`src/rtl/sru_pkg.sv`:
```
package sru_pkg;
  localparam int OP_W = 2;

  typedef enum logic [OP_W-1:0] {
    OP_RRC = 2'b00,
    OP_RRA = 2'b01,
    OP_RLA = 2'b10,
    OP_RRU = 2'b11
  } sru_op_e;

  typedef enum logic [1:0] {
    ST_IDLE = 2'b00,
    ST_BUSY = 2'b01,
    ST_HOLD = 2'b10
  } sru_state_e;
endpackage

```
`src/rtl/sru_step_core.sv`:
```
module sru_step_core
  import sru_pkg::*;
#(
  parameter int W = 20
) (
  input  logic [W-1:0]  x,
  input  logic          c,
  input  sru_op_e       op,
  output logic [W-1:0]  y,
  output logic          co
);
  always_comb begin
    y  = '0;
    co = x[0];
    unique case (op)
      OP_RRC: y = {c, x[W-1:1]};
      OP_RRA: y = {x[W-1], x[W-1:1]};
      OP_RRU: y = {1'b0, x[W-1:1]};
      OP_RLA: begin
        y  = {x[W-2:0], 1'b0};
        co = x[W-1];
      end
      default: y = x;
    endcase
  end
endmodule

```
`src/rtl/sru_step.sv`:
```
module sru_step
  import sru_pkg::*;
#(
  parameter int DATA_W   = 20,
  parameter int NARROW_W = 16
) (
  input  logic [DATA_W-1:0] x,
  input  logic              c,
  input  sru_op_e           op,
  input  logic              wide,
  output logic [DATA_W-1:0] y,
  output logic              co
);
  logic [DATA_W-1:0] y_arr [2];
  logic              co_arr [2];

  for (genvar g = 0; g < 2; g++) begin : g_width
    localparam int GW = (g == 1) ? DATA_W : NARROW_W;
    logic [GW-1:0] yg;
    sru_step_core #(.W(GW)) u_core (
      .x  (x[GW-1:0]),
      .c  (c),
      .op (op),
      .y  (yg),
      .co (co_arr[g])
    );
    assign y_arr[g] = DATA_W'(yg);
  end

  assign y  = wide ? y_arr[1]  : y_arr[0];
  assign co = wide ? co_arr[1] : co_arr[0];
endmodule

```
`src/rtl/sru_flags.sv`:
```
module sru_flags #(
  parameter int DATA_W   = 20,
  parameter int NARROW_W = 16
) (
  input  logic [DATA_W-1:0] r,
  input  logic              wide,
  output logic              zero,
  output logic              neg
);
  always_comb begin
    if (wide) begin
      zero = (r == '0);
      neg  = r[DATA_W-1];
    end else begin
      zero = (r[NARROW_W-1:0] == '0);
      neg  = r[NARROW_W-1];
    end
  end
endmodule

```
`src/rtl/sru_ctrl.sv`:
```
module sru_ctrl
  import sru_pkg::*;
#(
  parameter int CNT_W = 2
) (
  input  logic             clk,
  input  logic             rst_n,
  input  logic             in_valid,
  input  logic             out_ready,
  input  logic [CNT_W-1:0] count,
  output logic             in_ready,
  output logic             out_valid,
  output logic             load,
  output logic             step
);
  localparam int TRK_W = CNT_W + 2;

  sru_state_e       state_q;
  logic [CNT_W-1:0] rem_q;

  assign in_ready  = (state_q == ST_IDLE);
  assign out_valid = (state_q == ST_HOLD);
  assign load      = in_ready && in_valid;
  assign step      = (state_q == ST_BUSY);

  always_ff @(posedge clk or negedge rst_n) begin
    if (!rst_n) begin
      state_q <= ST_IDLE;
      rem_q   <= '0;
    end else begin
      unique case (state_q)
        ST_IDLE: if (in_valid) begin
          state_q <= ST_BUSY;
          rem_q   <= count;
        end
        ST_BUSY: begin
          if (rem_q == '0) state_q <= ST_HOLD;
          else             rem_q   <= rem_q - 1'b1;
        end
        ST_HOLD: if (out_ready) state_q <= ST_IDLE;
        default: state_q <= ST_IDLE;
      endcase
    end
  end

  // Independent tally of the steps taken since the last accept.
  logic [TRK_W-1:0] trk_steps_q;
  logic [TRK_W-1:0] trk_want_q;
  always_ff @(posedge clk or negedge rst_n) begin
    if (!rst_n) begin
      trk_steps_q <= '0;
      trk_want_q  <= '0;
    end else if (load) begin
      trk_steps_q <= '0;
      trk_want_q  <= TRK_W'(count) + 1'b1;
    end else if (step) begin
      trk_steps_q <= trk_steps_q + 1'b1;
    end
  end

  assert_step_total_R2: assert property (@(posedge clk) disable iff (!rst_n)
    $rose(out_valid) |-> (trk_steps_q == trk_want_q));

  assert_accept_drops_ready_R9: assert property (@(posedge clk) disable iff (!rst_n)
    (in_valid && in_ready) |=> !in_ready);

  assert_ready_valid_apart_R1: assert property (@(posedge clk) disable iff (!rst_n)
    $onehot0({in_ready, out_valid, step}));
endmodule

```
`src/rtl/shift_rot_unit.sv`:
```
module shift_rot_unit
  import sru_pkg::*;
#(
  parameter int DATA_W   = 20,
  parameter int NARROW_W = 16,
  parameter int CNT_W    = 2
) (
  input  logic              clk,
  input  logic              rst_n,
  input  logic              in_valid,
  output logic              in_ready,
  input  logic [DATA_W-1:0] in_operand,
  input  logic              in_carry,
  input  logic [OP_W-1:0]   in_op,
  input  logic [CNT_W-1:0]  in_count,
  input  logic              in_wide,
  output logic              out_valid,
  input  logic              out_ready,
  output logic [DATA_W-1:0] out_result,
  output logic              out_carry,
  output logic              out_zero,
  output logic              out_neg
);
  logic              load, step;
  logic [DATA_W-1:0] val_q, val_d;
  logic              c_q, c_d;
  sru_op_e           op_q;
  logic              wide_q;

  sru_ctrl #(.CNT_W(CNT_W)) u_ctrl (
    .clk       (clk),
    .rst_n     (rst_n),
    .in_valid  (in_valid),
    .out_ready (out_ready),
    .count     (in_count),
    .in_ready  (in_ready),
    .out_valid (out_valid),
    .load      (load),
    .step      (step)
  );

  sru_step #(.DATA_W(DATA_W), .NARROW_W(NARROW_W)) u_step (
    .x    (val_q),
    .c    (c_q),
    .op   (op_q),
    .wide (wide_q),
    .y    (val_d),
    .co   (c_d)
  );

  always_ff @(posedge clk or negedge rst_n) begin
    if (!rst_n) begin
      val_q  <= '0;
      c_q    <= 1'b0;
      op_q   <= OP_RRC;
      wide_q <= 1'b1;
    end else if (load) begin
      val_q  <= in_wide ? in_operand : DATA_W'(in_operand[NARROW_W-1:0]);
      c_q    <= in_carry;
      op_q   <= sru_op_e'(in_op);
      wide_q <= in_wide;
    end else if (step) begin
      val_q <= val_d;
      c_q   <= c_d;
    end
  end

  sru_flags #(.DATA_W(DATA_W), .NARROW_W(NARROW_W)) u_flags (
    .r    (val_q),
    .wide (wide_q),
    .zero (out_zero),
    .neg  (out_neg)
  );

  assign out_result = val_q;
  assign out_carry  = c_q;

  assert_hold_stable_R9: assert property (@(posedge clk) disable iff (!rst_n)
    (out_valid && !out_ready) |=> (out_valid && $stable(out_result) && $stable(out_carry)));

  assert_narrow_upper_zero_R7: assert property (@(posedge clk) disable iff (!rst_n)
    (out_valid && !wide_q) |-> (out_result[DATA_W-1:NARROW_W] == '0));

  assert_zero_flag_R8: assert property (@(posedge clk) disable iff (!rst_n)
    (out_valid && out_zero) |-> (out_result[NARROW_W-1:0] == '0));
endmodule

```
`config.mk`:
```
export PLATFORM = sky130hd
export DESIGN_NAME = shift_rot_unit
export DESIGN_NICKNAME = d
export VERILOG_FILES = /design/src/rtl/sru_pkg.sv /design/src/rtl/sru_step_core.sv /design/src/rtl/sru_step.sv /design/src/rtl/sru_flags.sv /design/src/rtl/sru_ctrl.sv /design/src/rtl/shift_rot_unit.sv
export SDC_FILE = /design/constraint.sdc
export NUM_CORES = 1
export LEC_CHECK = 0
export ABC_AREA = 1
export BUFFER_PORTS_ARGS = -buffer_cell sky130_fd_sc_hd__buf_2
export CORE_ASPECT_RATIO = 0.9
export CORE_MARGIN = 1.5
export CORE_UTILIZATION = 30
export DETAILED_ROUTE_END_ITERATION = 7
export HOLD_SLACK_MARGIN = 0.02
export SETUP_SLACK_MARGIN = 0.15
export SLEW_MARGIN = 0
export SYNTH_ARGS = -nofsm -noshare
export SYNTH_HDL_FRONTEND = slang
export SYNTH_SLANG_ARGS = --single-unit
export TNS_END_PERCENT = 100
```
`constraint.sdc`:
```
create_clock -name clk -period 1.7 [get_ports clk]
set_input_delay 0.34 -clock clk [delete_from_list [all_inputs] [get_ports clk]]
set_output_delay 0.34 -clock clk [all_outputs]
set_load 0.1 [all_outputs]
```
==> out/summary.md, run 1 <==
• **critical register-to-register path startpoint** u_ctrl.state_q[0]
• **reg2reg path depth** 8
• **Critical R2R Capture** out_result[19]
• **Inserted Diodes** 0
• **Synthesis Warnings** 0
• **Via-to-Cell Ratio** 4.35
• **Die X-Extent** 87.2 microns
• **final-report hold violation count** 0
• **Root Buffer Master** clkbuf_8
• **fmax** 562 MHz
• **Hold Path Class** input port to async pin
• **reg-to-reg slack, setup** 0.26 ns
• **max-cap check violation count** 0
• **number of enable flip-flop cells after synthesis** 0
• **transition time at the pin with the least slew margin** 0.675 ns
• **commonest non-fill, non-tap cell in the layout** nand2_1
• **area enclosed by the die boundary** 6870 sq um
• **largest fanout of any net on the critical path** 4
• **setup repair after global routing missed its margin** yes
• **wire length of the first global-routing pass** 8000 microns
• **Pre-antenna DRT Iters** 4
• **synthesized netlist net count** 298
• **via count of the first global-routing pass** 1708
• **layout cells sized above 1** 0.476
• **number of instances in the synthesized netlist** 267
• **number of placement rows** 27
• **synthesized cell area** 1920 sq um
• **Wirelength per Cell** 11.4 microns
• **fraction of met1 tracks used by global routing** 0.197
• **pin count of the biggest net entering global routing** 30
• **total wire length** 4730 microns
• **number of H-tree branching levels** 1
• **violations in the final reports** negative setup slack
• **run status** finished, violations left
• **number of synthesized register bits** 28
• **Data required, critical path** 1.36 ns
• **total global-route track usage** 0.147
• **fraction of met2 tracks used by global routing** 0.251
• **share of the synthesized area in the top cell type** 0.353
• **post-synthesis sequential area ratio** 0.366
• **total I/O pin count** 55
• **fin crit share** 1.05
• **chip height** 78.8 microns
• **Fin Setup TNS** -0.0801 ns
• **starting DRC count in detailed routing** 107
• **most area-consuming cells after synthesis** dfrtp_1 (35%), nand2_1 (20%), o21ai_2 (8.7%)
• **Worst slew margin** 0.550
• **number of clock sinks** 28
• **fin. max-slew vios** 0
• **GR peak layer** met2
• **clock skew after layout** 0.0199 ns
• **grt ovf** 0
• **Finish-stage setup viols** 1
• **Synth Flop Type** dfrtp_1
• **DP Area** 2400 sq um
• **Max Root-Sink Buffers** 2
• **fraction of the core area covered by cells at the end of the flow** 0.419
• **clock transition at the registers of the reported paths** 0.12 ns
• **kind of start point of the critical path** flip-flop
• **final instance area** 2570 sq um
• **layout-stage area growth over the synthesis result** 34.4%
• **Worst Setup Path Type** flip-flop to primary output
• **proportion of synthesized flip-flops having asynchronous set or reset** 1.00
• **post-layout worst setup margin** -0.0801 ns
• **initial antenna violation count** 0
• **post-detailed-placement half-perimeter wirelength** 3440 microns
• **number of CTS-inserted buffers** 3
• **count of different cell masters after synthesis** 28
• **initial standard-cell utilization of the core** 0.312
• **total vias in the final route** 1805
• **ANT nets after route** 0
• **commonest cells after routing, fill and taps aside** nand2_1 (98), buf_2 (40), inv_2 (29), o21ai_2 (19), inv_1 (18)
• **Port-buffer cells** 54
• **CTS tree** done
• **worst hold slack after final layout** 0.0688 ns
• **DRC violations left** 0
• **nets** 360
• **type of element capturing the critical path** primary output
• **GPL Wtd Cong** 0.801
• **CORE AREA** 6150 sq um
• **critical path arrival** 1.44 ns
• **met3 layer usage reported by global route** 0.0301
• **clock period minus final worst setup slack** 1.78 ns
• **mean instance size in the synthesized netlist** 7.17 sq um
• **leading area contributor after synthesis** dfrtp_1
• **clock insertion delay at the later pin of the skew report** 0.29 ns
-- flip-flops by register name, indices dropped and copies added, names as in the netlist --
name / count
wide_q: 1
u_ctrl.state_q: 2
op_q: 2
out_carry: 1
u_ctrl.rem_q: 2
out_result: 20
-- cells by family (layout without fill, tap and decap cells) --
group,Yosys count,after routing,share of synthesized area
simple gates,127,127,0.283
buf+inv,59,120,0.144
compound gates,52,52,0.200
flops,28,28,0.366
fa+ha+maj,1,1,0.00653
-- metal layers --
layer / wire length, microns / up-vias
met1: 2320 / 812
li1: - / 953
met2: 2210 / 38
met4: 15 / 0
met5: 0 / -
met3: 181 / 2
-- cell usage after synthesis (2+ instances only) --
cell        n
nand2_1   100
inv_1      33
dfrtp_1    27
o21ai_2    19
inv_2      15
o211ai_1   15
nor2_1     12
o21ai_0     9
buf_2       5
a21oi_1     4
nand3_1     4
nand4_1     4
a21oi_2     3
buf_6       2
nand2_8     2
-- critical path, stage by stage, from the launching register on --
cell,delay (ns)
dfrtp_4,0.51
inv_2,0.06
nand4_1,0.08
nor2_1,0.11
nand2_1,0.09
nor2_4,0.11
buf_12,0.18
-- stage by stage --
| step | cells | setup slack [ns] |
|---|---|---|
| 4_1_cts | 413 | -0.112 |
| 5_1_grt | 415 | -0.199 |
| 6_report | 415 | -0.0801 |
| 3_5_place_dp | 403 | 0.180 |
| 3_3_place_gp | 403 | 0.188 |
| 2_1_floorplan | 267 | -0.110 |
-- area by class of cell --
class	instances	area, sq um
Clock inverter	1	30.0
Inverter	49	191
Fill cell	655	3570
Clock buffer	3	41.3
Sequential cell	28	768
Tap cell	87	109
Timing Repair Buffer	67	452
Multi-Input combinational cell	180	982
-- worst max path at each step --
stage                        start  endpoint  slack (ns)  cells past startpoint
floorplan           out_result[11]  out_zero       -0.11                      5
global placement    out_result[14]  out_zero        0.19                      6
detailed placement  out_result[14]  out_zero        0.18                      6
CTS                  out_result[0]  out_zero       -0.11                      6
global route         out_result[4]  out_zero       -0.20                      6
finish               out_result[9]  out_zero       -0.08                      6
-- what timing repair did --
item,CTS,global route
gates resized for setup,12,6
pin swaps,4,1
hold buffers,0,0
setup buffers,6,2
endpoints found under the setup margin,3,11
Power of run 1 is left out: the tool's default activity adds up to more than one toggle a clock period on the data nets, which glitch-free logic cannot reach.
==> inputs of run 2 (changes only) <==
- CORE_UTILIZATION: 30 -> 40
- HOLD_SLACK_MARGIN: 0.02 -> default
- SYNTH_HIERARCHICAL: default -> 1
==> out/summary.md, run 2 <==
• **# fillers** 547
• **Finish-stage setup viols** 1
• **Worst slew margin** 0.679
• **most area-consuming cells after synthesis** nand2_1 (43%), dfrtp_1 (31%), nand3_1 (8.0%)
• **number of H-tree branching levels** 1
• **synthesized cell area** 2200 sq um
• **flip-flop count of the largest register after layout** 20
• **via count of the first global-routing pass** 2235
• **number of enable flip-flop cells after synthesis** 0
• **worst hold slack after final layout** 0.228 ns
• **dominant combinational cell family by area after synthesis** simple AND/OR/NAND/NOR gates
• **Data required, critical path** 1.36 ns
• **number of CTS-inserted buffers** 3
• **Wirelength per Cell** 12.0 microns
• **run status** finished, violations left
• **total wire length** 6290 microns
• **number of instances in the synthesized netlist** 384
• **grt ovf** 0
• **clock insertion delay at the later pin of the skew report** 0.28 ns
• **chip height** 73.3 microns
• **number of clock sinks** 28
• **Inserted Diodes** 0
• **proportion of synthesized flip-flops having asynchronous set or reset** 1.00
• **Via-to-Cell Ratio** 4.71
• **Synth Flop Type** dfrtp_1
• **critical register-to-register path startpoint** wide_q
• **wire length of the first global-routing pass** 10500 microns
• **total I/O pin count** 55
• **fraction of the mapped netlist area in compound gates** 0.0159
• **final instance area** 2970 sq um
• **Pre-antenna DRT Iters** 4
• **leading area contributor after synthesis** nand2_1
• **total global-route track usage** 0.228
• **number of stages on the worst hold path** 2
• **DP Area** 2690 sq um
• **violations in the final reports** negative setup slack
• **initial standard-cell utilization of the core** 0.416
• **largest fanout of any net on the critical path** 7
• **Hold Path Class** input port to flip-flop
• **Root Buffer Master** clkbuf_8
• **adder-cell share of the synthesized area** 0.00569
• **mean instance size in the synthesized netlist** 5.72 sq um
• **Fin Setup TNS** -0.100 ns
• **fin crit share** 1.06
• **CP cell instances** a21oi_4, nand3_1, nor2_4, buf_12
• **Hold Path End** u_ctrl/state_q[1]
• **synthesized netlist net count** 415
• **startpoint of the worst hold path** out_ready
• **CTS tree** done
• **area share of xor/xnor cells in the synthesized design** 0
• **critical path arrival** 1.46 ns
• **type of element capturing the critical path** primary output
• **nets** 488
• **Critical R2R Capture** out_result[1]
• **commonest non-fill, non-tap cell in the layout** nand2_1
• **CORE AREA** 5290 sq um
• **total vias in the final route** 2461
• **transition time at the pin with the least slew margin** 0.485 ns
• **post-detailed-placement half-perimeter wirelength** 4010 microns
• **setup repair after global routing missed its margin** yes
• **leading cell types by count after synthesis** nand2_1 (252), nand3_1 (35), dfrtp_1 (27)
• **number of synthesized register bits** 28
• **Worst Setup Path Type** flip-flop to primary output
• **pin count of the biggest net entering global routing** 29
• **fraction of synthesized area in multiplexers** 0
• **commonest cells after routing, fill and taps aside** nand2_1 (251), buf_2 (36), nand3_1 (35), buf_4 (32), inv_1 (21)
• **clock skew after layout** 0.00545 ns
• **initial antenna violation count** 0
• **fin. max-slew vios** 0
• **kind of start point of the critical path** flip-flop
• **area used by multi-input combinational logic** 1350 sq um
• **most common cell in the synthesized netlist** nand2_1
• **critical path launch point** out_result[19]
• **area enclosed by the die boundary** 5950 sq um
• **slowest stage cell on the critical path** dfrtp_4
• **GPL Wtd Cong** 0.766
• **layout cells sized above 1** 0.294
• **simple logic cell fraction of the synthesized area** 0.559
• **Synthesis Warnings** 6
• **clock transition at the registers of the reported paths** 0.10 ns
• **count of different cell masters after synthesis** 22
• **sequential cell area** 749 sq um
• **share of the synthesized area in the top cell type** 0.431
• **DRC violations left** 0
• **reg2reg path depth** 8
• **Port-buffer cells** 54
• **post-synthesis sequential area ratio** 0.319
• **Die X-Extent** 81.1 microns
• **final-report hold violation count** 0
• **max-cap check violation count** 0
• **starting DRC count in detailed routing** 197
• **layout-stage area growth over the synthesis result** 35.3%
• **Max Root-Sink Buffers** 2
• **clock period minus final worst setup slack** 1.80 ns
• **fmax** 555 MHz
• **number of placement rows** 25
• **post-layout worst setup margin** -0.100 ns
• **reg-to-reg slack, setup** 0.24 ns
• **ANT nets after route** 0
• **slowest stage delay, CP** 0.55 ns
==> run 2: changes by cell type in the layout (fill, tap and decap cells not counted), sizes merged, moves of 3 or more <==
cell / change
o21ai: -27
inv: -19
nor2: +3
o211ai: -15
a21oi: -5
nand2: +153
nand3: +31
buf: +16
nand4: -4
==> run 2: timing repair <==
action | in CTS | in global routing
gates resized for setup | 20 | 20
endpoints found under the setup margin | 15 | 30
buffers inserted | 9 | 4
pin swaps | 5 | 4
hold buffers | 1 | 0
cloned | 1 | 0
endpoints found under the hold margin | 27 | 0
==> run 2: cell families after synthesis <==
group           Yosys count
buf+inv                  44
compound gates            5
simple gates            306
fa+ha+maj                 1
flops                    28
==> run 2: metal layers <==
layer  share of wire  global-route usage
met5               0                   0
met2            0.47               0.368
met1            0.47               0.323
met3           0.054              0.0323
met4          0.0091              0.0517
==> run 2: area by class of cell <==
class / instances / area share
clock buffers: 4 / 0.0185
inverters: 30 / 0.0438
multi-input cells: 313 / 0.452
flip-flops and latches: 28 / 0.252
well taps: 67 / 0.0282
repair buffers: 81 / 0.205
==> run 2: metrics by stage <==
step,util,setup WS (ns),instances
3_5_place_dp,0.510,0.0497,504
2_1_floorplan,-,-0.120,384
3_3_place_gp,0.510,0.0857,504
5_1_grt,0.562,-0.204,523
6_report,0.562,-0.100,523
4_1_cts,0.547,-0.117,519
==> run 2: how the worst max path moves through the flow <==
stage | slack [ns] | endpoint
3_3_place_gp | 0.09 | out_result[18]
4_1_cts | -0.12 | out_zero
6_report | -0.10 | out_zero
3_5_place_dp | 0.05 | out_result[17]
5_1_grt | -0.20 | out_zero
2_1_floorplan | -0.12 | out_zero
==> run 2: critical path, delay by kind of cell (launching register included) <==
kind | cells | cell delay [ns]
buf+inv | 1 | 0.18
compound gates | 1 | 0.17
simple gates | 2 | 0.28
flops | 1 | 0.55
Power of run 2 is left out for the same reason.
==> inputs of run 3 (changes only) <==
- PLACE_DENSITY: default -> 0.65
- clock period: 1.7 -> 1.6 ns (I/O delays scaled with it)
==> out/summary.md, run 3 (synthesized netlist as in run 2, its figures left out) <==
• **run status** finished, violations left
• **violations in the final reports** negative setup slack
• **total I/O pin count** 55
• **CTS tree** done
• **via count of the first global-routing pass** 2308
• **type of element capturing the critical path** primary output
• **ANT nets after route** 0
• **clock period minus final worst setup slack** 1.77 ns
• **initial antenna violation count** 0
• **number of clock sinks** 28
• **setup repair after global routing missed its margin** yes
• **flip-flop count of the largest register after layout** 20
• **starting DRC count in detailed routing** 170
• **fin. max-slew vios** 0
• **clock insertion delay at the later pin of the skew report** 0.28 ns
• **Hold Path Class** input port to async pin
• **Port-buffer cells** 54
• **# fillers** 511
• **kind of start point of the critical path** flip-flop
• **fin crit share** 1.10
• **post-detailed-placement half-perimeter wirelength** 4420 microns
• **reg-to-reg slack, setup** 0.25 ns
• **Die X-Extent** 81.1 microns
• **final-report hold violation count** 0
• **clock skew after layout** 0.00369 ns
• **grt ovf** 0
• **Post-CTS Hold Fix Bufs** 0
• **layout-stage area growth over the synthesis result** 44.9%
• **fmax** 566 MHz
• **Inserted Diodes** 0
• **total vias in the final route** 2565
• **Root Buffer Master** clkbuf_8
• **Worst Setup Path Type** flip-flop to primary output
• **number of CTS-inserted buffers** 3
• **Pre-antenna DRT Iters** 4
• **initial standard-cell utilization of the core** 0.416
• **reg2reg path depth** 10
• **GPL Wtd Cong** 0.873
• **area enclosed by the die boundary** 5950 sq um
• **critical path arrival** 1.45 ns
• **clock transition at the registers of the reported paths** 0.10 ns
• **wire length of the first global-routing pass** 10800 microns
• **Final Instance Count excl. Fillers** 527
• **pin count of the biggest net entering global routing** 29
• **largest fanout of any net on the critical path** 2
• **nets** 492
• **final instance area** 3180 sq um
• **chip height** 73.3 microns
• **Data required, critical path** 1.28 ns
• **transition time at the pin with the least slew margin** 0.676 ns
• **Finish-stage setup viols** 2
• **number of H-tree branching levels** 1
• **DRC violations left** 0
• **total global-route track usage** 0.231
• **total wire length** 6490 microns
• **Max Root-Sink Buffers** 2
• **commonest cells after routing, fill and taps aside** nand2_1 (249), nand3_1 (35), buf_4 (31), buf_2 (29), inv_1 (21)
• **DP Area** 2840 sq um
• **Worst slew margin** 0.549
• **number of placement rows** 25
• **commonest non-fill, non-tap cell in the layout** nand2_1
• **max-cap check violation count** 0
• **CORE AREA** 5290 sq um
• **Wirelength per Cell** 12.3 microns
• **layout cells sized above 1** 0.309
• **Via-to-Cell Ratio** 4.87
• **count of placed standard cells including taps** 517
• **post-layout worst setup margin** -0.166 ns
## run 3: routing by layer
layer	GRT usage	vias to the layer above	share of wire
met3	0.0360	5	0.051
met4	0.0326	0	0.0035
met5	0	-	0
met2	0.371	71	0.47
li1	-	1314	-
met1	0.334	1175	0.47
## run 3: cell type report
type / instances / area, sq um / area share
clock buffers: 4 / 55.1 / 0.0173
multi-input cells: 313 / 1370 / 0.431
repair buffers: 85 / 782 / 0.246
well taps: 67 / 83.8 / 0.0263
flip-flops and latches: 28 / 751 / 0.236
inverters: 30 / 140 / 0.0440
## run 3: worst paths after layout
kind,to,start
setup / recovery,out_zero,out_result[7]
hold / removal,out_carry,rst_n
setup reg to reg,out_result[18],op_q[1]
hold reg to reg,u_ctrl/rem_q[0],u_ctrl/rem_q[0]
max in group asynchronous,out_result[7],rst_n
min in group clk,u_ctrl/state_q[1],out_ready
## run 3: metrics by stage
stage	TNS (ns)	setup WS (ns)	util	hold WS [ns]
global placement	0	0.105	0.537	0.380
detailed placement	0	0.0336	0.537	0.390
floorplan	-3.33	-0.200	-	0.0244
CTS	-0.265	-0.169	0.572	0.0742
finish	-0.267	-0.166	0.602	0.0606
global route	-0.382	-0.234	0.602	0.102
## run 3: critical path: stages, from the launching register on
cell and delay (ns):
dfrtp_4 0.51, nor2_4 0.11, nand2_2 0.06, nor2_2 0.12, nand2_2 0.07, nor2_4 0.12, buf_12 0.18
## run 3: what timing repair did
action | CTS | global route
endpoints found under the setup margin | 27 | 33
pin swaps | 10 | 6
cloned | 1 | 0
setup buffers | 2 | 3
gates resized for setup | 35 | 36
Power of run 3 is left out for the same reason.
